## src/rtl/vpb_pkg.sv

```systemverilog
package vpb_pkg;
    parameter int PIX_W     = 8;
    parameter int WIN_DEPTH = 8;
    parameter int TAPS      = 4;

    typedef logic [PIX_W-1:0] pix_t;

    typedef struct packed {
        logic hit;
        logic stall;
    } win_status_t;

    // ring-free slot index for tap k of base column c, given fill count f
    function automatic int unsigned slot_of(input int unsigned f,
                                            input int unsigned c,
                                            input int unsigned k);
        return (WIN_DEPTH + c + k - f) % WIN_DEPTH;
    endfunction
endpackage

```

## src/rtl/vpb_window.sv

```systemverilog
module vpb_window
    import vpb_pkg::*;
#(
    parameter int DEPTH = WIN_DEPTH
) (
    input  logic                    clk,
    input  logic                    rst,
    input  logic                    shift_en,
    input  pix_t                    din,
    output logic [DEPTH-1:0][PIX_W-1:0] win
);
    generate
        for (genvar i = 0; i < DEPTH; i++) begin : g_stage
            if (i == DEPTH - 1) begin : g_top
                always_ff @(posedge clk) begin
                    if (rst)           win[i] <= '0;
                    else if (shift_en) win[i] <= din;
                end
            end else begin : g_mid
                always_ff @(posedge clk) begin
                    if (rst)           win[i] <= '0;
                    else if (shift_en) win[i] <= win[i+1];
                end
            end
        end
    endgenerate

    AST_NEWEST_ON_TOP: assert property (@(posedge clk) disable iff (rst)
        shift_en |=> win[DEPTH-1] == $past(din));
    AST_OLDER_MOVE_DOWN: assert property (@(posedge clk) disable iff (rst)
        shift_en |=> win[0] == $past(win[1]));
endmodule

```

## src/rtl/vpb_col_tracker.sv

```systemverilog
module vpb_col_tracker #(
    parameter int LINE_MAX = 1024,
    localparam int CNT_W   = $clog2(LINE_MAX + 1)
) (
    input  logic             clk,
    input  logic             rst,
    input  logic             line_start,
    input  logic             push,
    output logic [CNT_W-1:0] fill,
    output logic             full
);
    always_ff @(posedge clk) begin
        if (rst || line_start) fill <= '0;
        else if (push)         fill <= fill + 1'b1;
    end

    assign full = (fill == CNT_W'(LINE_MAX));

    AST_NO_OVERFLOW: assert property (@(posedge clk) disable iff (rst)
        fill <= CNT_W'(LINE_MAX));
    AST_LINE_RESTART: assert property (@(posedge clk) disable iff (rst)
        line_start |=> fill == '0);
    AST_COUNT_STEP: assert property (@(posedge clk) disable iff (rst)
        (push && !line_start) |=> fill == CNT_W'($past(fill) + 1'b1));
endmodule

```

## src/rtl/vpb_select.sv

```systemverilog
module vpb_select
    import vpb_pkg::*;
#(
    parameter int LINE_MAX = 1024,
    localparam int CNT_W   = $clog2(LINE_MAX + 1),
    localparam int COL_W   = $clog2(LINE_MAX),
    localparam int EW      = CNT_W + 2,
    localparam int IDX_W   = $clog2(WIN_DEPTH)
) (
    input  logic                          clk,
    input  logic                          rst,
    input  logic [CNT_W-1:0]              fill,
    input  logic                          full,
    input  logic [COL_W-1:0]              rd_col,
    input  logic [WIN_DEPTH-1:0][PIX_W-1:0] win,
    output win_status_t                   status,
    output logic [TAPS*PIX_W-1:0]         taps
);
    logic [EW-1:0] f_e, c_e;

    assign f_e = EW'(fill);
    assign c_e = EW'(rd_col);

    always_comb begin
        status.hit   = (c_e + EW'(TAPS) <= f_e) && (f_e <= c_e + EW'(WIN_DEPTH));
        status.stall = full || (f_e >= c_e + EW'(WIN_DEPTH));
    end

    generate
        for (genvar k = 0; k < TAPS; k++) begin : g_tap
            logic [EW-1:0]    pos;
            logic [IDX_W-1:0] idx;
            assign pos = EW'(WIN_DEPTH) + c_e + EW'(k) - f_e;
            assign idx = pos[IDX_W-1:0];
            assign taps[k*PIX_W +: PIX_W] = status.hit ? win[idx] : '0;
        end
    endgenerate

    AST_HIT_NEEDS_TAPS: assert property (@(posedge clk) disable iff (rst)
        status.hit |-> fill >= CNT_W'(TAPS));
endmodule

```

## src/rtl/vpix_window_buf.sv

```systemverilog
module vpix_window_buf
    import vpb_pkg::*;
#(
    parameter int LINE_MAX = 1024,
    localparam int CNT_W   = $clog2(LINE_MAX + 1),
    localparam int COL_W   = $clog2(LINE_MAX)
) (
    input  logic                  clk,
    input  logic                  rst,
    input  logic                  line_start,
    input  logic                  wr_valid,
    input  logic [PIX_W-1:0]      wr_data,
    output logic                  wr_stall,
    input  logic [COL_W-1:0]      rd_col,
    output logic [TAPS*PIX_W-1:0] rd_taps,
    output logic                  rd_hit
);
    logic                          push;
    logic [CNT_W-1:0]              fill;
    logic                          full;
    logic [WIN_DEPTH-1:0][PIX_W-1:0] win;
    win_status_t                   status;

    assign push     = wr_valid && !status.stall && !line_start;
    assign wr_stall = status.stall;
    assign rd_hit   = status.hit;

    vpb_window #(.DEPTH(WIN_DEPTH)) u_window (
        .clk      (clk),
        .rst      (rst),
        .shift_en (push),
        .din      (wr_data),
        .win      (win)
    );

    vpb_col_tracker #(.LINE_MAX(LINE_MAX)) u_tracker (
        .clk        (clk),
        .rst        (rst),
        .line_start (line_start),
        .push       (push),
        .fill       (fill),
        .full       (full)
    );

    vpb_select #(.LINE_MAX(LINE_MAX)) u_select (
        .clk    (clk),
        .rst    (rst),
        .fill   (fill),
        .full   (full),
        .rd_col (rd_col),
        .win    (win),
        .status (status),
        .taps   (rd_taps)
    );

    AST_STALL_FREEZES: assert property (@(posedge clk) disable iff (rst)
        (wr_valid && wr_stall && !line_start) |=> fill == $past(fill));
endmodule

```

## config.mk

```make
export PLATFORM = sky130hd
export DESIGN_NAME = vpix_window_buf
export DESIGN_NICKNAME = d
export VERILOG_FILES = /design/src/rtl/vpb_pkg.sv /design/src/rtl/vpb_window.sv /design/src/rtl/vpb_col_tracker.sv /design/src/rtl/vpb_select.sv /design/src/rtl/vpix_window_buf.sv
export SDC_FILE = /design/constraint.sdc
export NUM_CORES = 1
export LEC_CHECK = 0
export BUFFER_PORTS_ARGS = -buffer_cell sky130_fd_sc_hd__buf_2
export CAP_MARGIN = 20
export CORE_AREA = 2 2 108 110
export DETAILED_ROUTE_END_ITERATION = 10
export DIE_AREA = 0 0 110 112
export PLACE_DENSITY_LB_ADDON = 0.08
export SLEW_MARGIN = 30
export SYNTH_ARGS = -nofsm -noshare
export SYNTH_HDL_FRONTEND = slang
export SYNTH_SLANG_ARGS = --single-unit
```

## constraint.sdc

```tcl
create_clock -name clk -period 2.8 [get_ports clk]
set_clock_uncertainty 0.2 [all_clocks]
set_input_delay 0.14 -clock clk [delete_from_list [all_inputs] [get_ports clk]]
set_output_delay 0.14 -clock clk [all_outputs]
set_load 0.03 [all_outputs]
```

==> results by group <==
Worst setup path
  • Worst setup SP type: flop
  • CP peak stage delay: 0.59 ns
  • Slowest stage cell, crit path: fa_2
  • CP cell instances: inv_2 -> ha_4 -> fa_2 -> xnor2_4 -> buf_12 -> mux4_2 -> mux2i_1 -> buf_4 -> nor2_4 -> buf_6
  • Crit path max fanout: 7
  • CP Capture Type: output pin
  • Setup CP Type: reg2out
  • Required @ worst endpoint: 2.46 ns
  • Top Family by Delay on Critical Path: adder cells
  • Crit path DAT: 2.76 ns
  • Buf/Inv on CP: 4

Synthesis
  • Synth area leaders: dfxtp_1 (26%), mux4_2 (18%), nand2_1 (11%)
  • Share of the synthesized area in the top cell type: 0.2630
  • Mapped Cells: 654
  • Synth area leader: dfxtp_1
  • EDFF count, synth: 0
  • Syn. warnings: 0
  • Flops & latches, synth: 75
  • Asr flop ratio synth: 0
  • Yosys cell types: 50
  • Syn Nets: 708
  • Synth Flop Type: dfxtp_1
  • Syn Area/Cell: 8.728 um2
  • Register area share after synthesis: 0.2630
  • Synthesized cell area: 5708 um2

Clock network
  • Root Driver: clkbuf_16
  • Clk Latency, worst-skew pair: 0.35 ns
  • Clock buffer depth: 2
  • CTS Buf Count: 9
  • Num Clock Sinks: 75
  • CTS tree: yes
  • Clk slew on worst S/H paths: 0.06 ns
  • H-tree depth: 3

Timing
  • Worst-Margin Slew: 0.6874 ns
  • RSZ-0062 raised after global routing: yes
  • Final WS setup: -0.3036 ns
  • Final period utilization: 1.108
  • Fmax: 322.2 MHz
  • Max transition margin: 0.5418
  • Final Max Slew Viols: 0
  • Final min period: 3.104 ns
  • Endpoints failing setup: 33
  • Final Hold Fails: 0

Global routing
  • GRT Overall Usage: 0.2955
  • Vias in the first global route: 5630
  • Largest net degree at the start of global routing: 65
  • Initial antenna violation count: 0
  • First-pass GRT wire length: 28240 um
  • Grt ovf: 0

Pwr
  • Internal power: 2.267 mW
  • Leakage power: 2.983 nW
  • Pwr dens: 414.1 nW/um2
  • Clock power frac: 0.376
  • Peak supply drop: 0.4961 mV
  • Switching pwr: 1.057 mW
  • Combinational share of power: 0.296
  • Sw frac: 0.3181
  • Sequential Power Share: 0.328

Cells and area
  • NumNets Final: 827
  • Share of layout cells above drive strength 1: 0.3560
  • Diodes inserted: 0
  • Fill cells: 843
  • Non-Filler Instances: 921
  • Area grow syn2layout: 40.64%

Outcome
  • Violated checks: negative setup slack
  • Status: finished, violations left

Detailed routing
  • Post-route ant nets: 0
  • Final WL: 17640 um
  • Drt wl/cell: 19.15 um
  • Via count of the routed design: 5543
  • Post-route DRC: 0
  • DRT iter0 DRCs: 441
  • Drt first pass iters: 5
  • Drt via density: 6.018

Job
  • Max-capacitance violation count: 0

Placement
  • # port buffers: 55
  • Routability cong.: 0.8588
  • Post-Place Worst Slack: -0.2668 ns
  • Final HPWL from detailed placement: 11380 um
  • # placed instances: 875

Floorplan
  • Core area: 11170 um2
  • Chip height: 112 um
  • Total die area: 12320 um2
  • Initial core utilization: 0.5108
  • Row count: 39
  • Die X: 110 um
  • Top-level I/O count: 56

Min path
  • Tightest Hold Check Type: in2reg
## sequential cells by signal (all words and copies together), names as in the netlist
signal and count:
u_window.win 64, u_tracker.fill 11
## per-stage QoR
step | power [mW] | utilization | area [um2] | hold WS (ns) | TNS (ns)
4_1_cts | 3.258 | 0.6971 | 7790 | 0.2590 | -8.700
2_1_floorplan | 1.633 | - | 5995 | 0.07598 | -0.3107
5_1_grt | 3.445 | 0.7184 | 8028 | 0.3334 | -9.893
3_5_place_dp | 1.890 | 0.6148 | 6870 | 0.1880 | -13.16
3_3_place_gp | 1.875 | 0.6148 | 6870 | 0.1802 | -7.226
6_report | 3.324 | 0.7184 | 8028 | 0.2705 | -7.555
## per-layer routing
metal	global-route usage	routed length [um]	vias up	part of all wire
li1	-	-	2592	-
met1	0.3839	7272	2684	0.41
met2	0.4822	8861	233	0.50
met3	0.04567	1069	34	0.061
met4	0.1300	436	0	0.025
met5	0	0	-	0
## synthesized netlist by cell type, types with 2 or more instances
cell and n:
nand2_1 167, a21oi_1 80, dfxtp_1 75, mux2i_1 48, mux4_2 46, nor2_1 41
ha_1 30, inv_1 20, clkbuf_1 18, a22oi_1 16, xnor2_1 14, nand4_1 10
buf_2 9, nand3_1 8, xor2_1 8, buf_6 7, buf_1 5, o21ai_0 5
a21o_1 3, and3_1 3, or3_1 3, and4_1 2, fa_1 2, inv_2 2
mux4_1 2, nand2b_1 2, nor2b_1 2, nor3_1 2, nor4_1 2, o41ai_1 2
## final timing paths
| path | start | depth (start not counted) | to | slack, ns |
|---|---|---|---|---|
| worst min register to register | u_window.win[7] | 2 | u_window.win[7] | 0.31 |
| worst min-delay path | wr_valid | 8 | u_tracker.fill[1] | 0.27 |
| worst max register to register | u_tracker.fill[1] | 12 | u_window.win[62] | 0.12 |
| worst max-delay path | u_tracker.fill[1] | 10 | rd_taps[25] | -0.30 |
## power by group through the flow
stage | Clock, mW | Sequential [mW] | Combinational [mW]
floorplan | 0 | 1.11 | 0.525
global placement | 0 | 1.11 | 0.762
detailed placement | 0 | 1.11 | 0.777
CTS | 1.26 | 1.09 | 0.905
global route | 1.31 | 1.09 | 1.04
finish | 1.25 | 1.09 | 0.983
## cell usage in the layout (no fill, tap or decap), types with 4 or more instances in the layout
master         Yosys  layout
xnor2_1           14      11
nand2_1          167     164
mux4_2            46      47
xor2_1             8       5
dlygate4sd3_1      0      11
buf_4              1      57
mux2i_1           48      42
nand4_1           10      10
buf_6              7      36
a22oi_1           16      16
clkbuf_16          0      12
nor2_1            41      14
nand3_1            8       7
a21oi_1           80      72
ha_1              30      24
ha_4               0       5
a21oi_4            0       6
buf_12             0      15
nor2_4             0      24
dfxtp_1           75      73
inv_1             20      16
buf_2              9      22
mux2i_2            0       6
inv_2              2       6
o21ai_0            5       4
## kinds of logic after synthesis
group,share of synthesized area
adder cells (fa/ha/maj),0.07278
buffers and inverters,0.05261
multiplexers,0.2749
AND/OR/NAND/NOR,0.1870
XOR/XNOR,0.03376
AO/OA/AOI/OAI,0.1160
flip-flops,0.2630
## final cells by class
type / instances / area [um2] / share of cell area
multi-input cells: 517 / 4423 / 0.5510
inverters: 22 / 82.58 / 0.01029
clock buffers: 9 / 225.2 / 0.02805
clock inverters: 7 / 95.09 / 0.01185
repair buffers: 148 / 1519 / 0.1892
well taps: 143 / 178.9 / 0.02229
flip-flops and latches: 75 / 1504 / 0.1873
## worst min-delay path, cell delays in order
cell     delay [ns]
buf_2          0.10
inv_1          0.06
a41oi_1        0.06
nand3_2        0.12
buf_12         0.12
nor2_1         0.06
nand2_1        0.06
a21oi_1        0.05
## what timing repair did
item	4_1_cts	5_1_grt
hold buffers	11	0
buffers inserted	10	3
gates resized for setup	91	30
cloned	3	4
endpoints found under the setup margin	34	98
pin swaps	9	15
hold endpoints to repair	10	0
No activity file was read; power rests on OpenSTA's default activity.
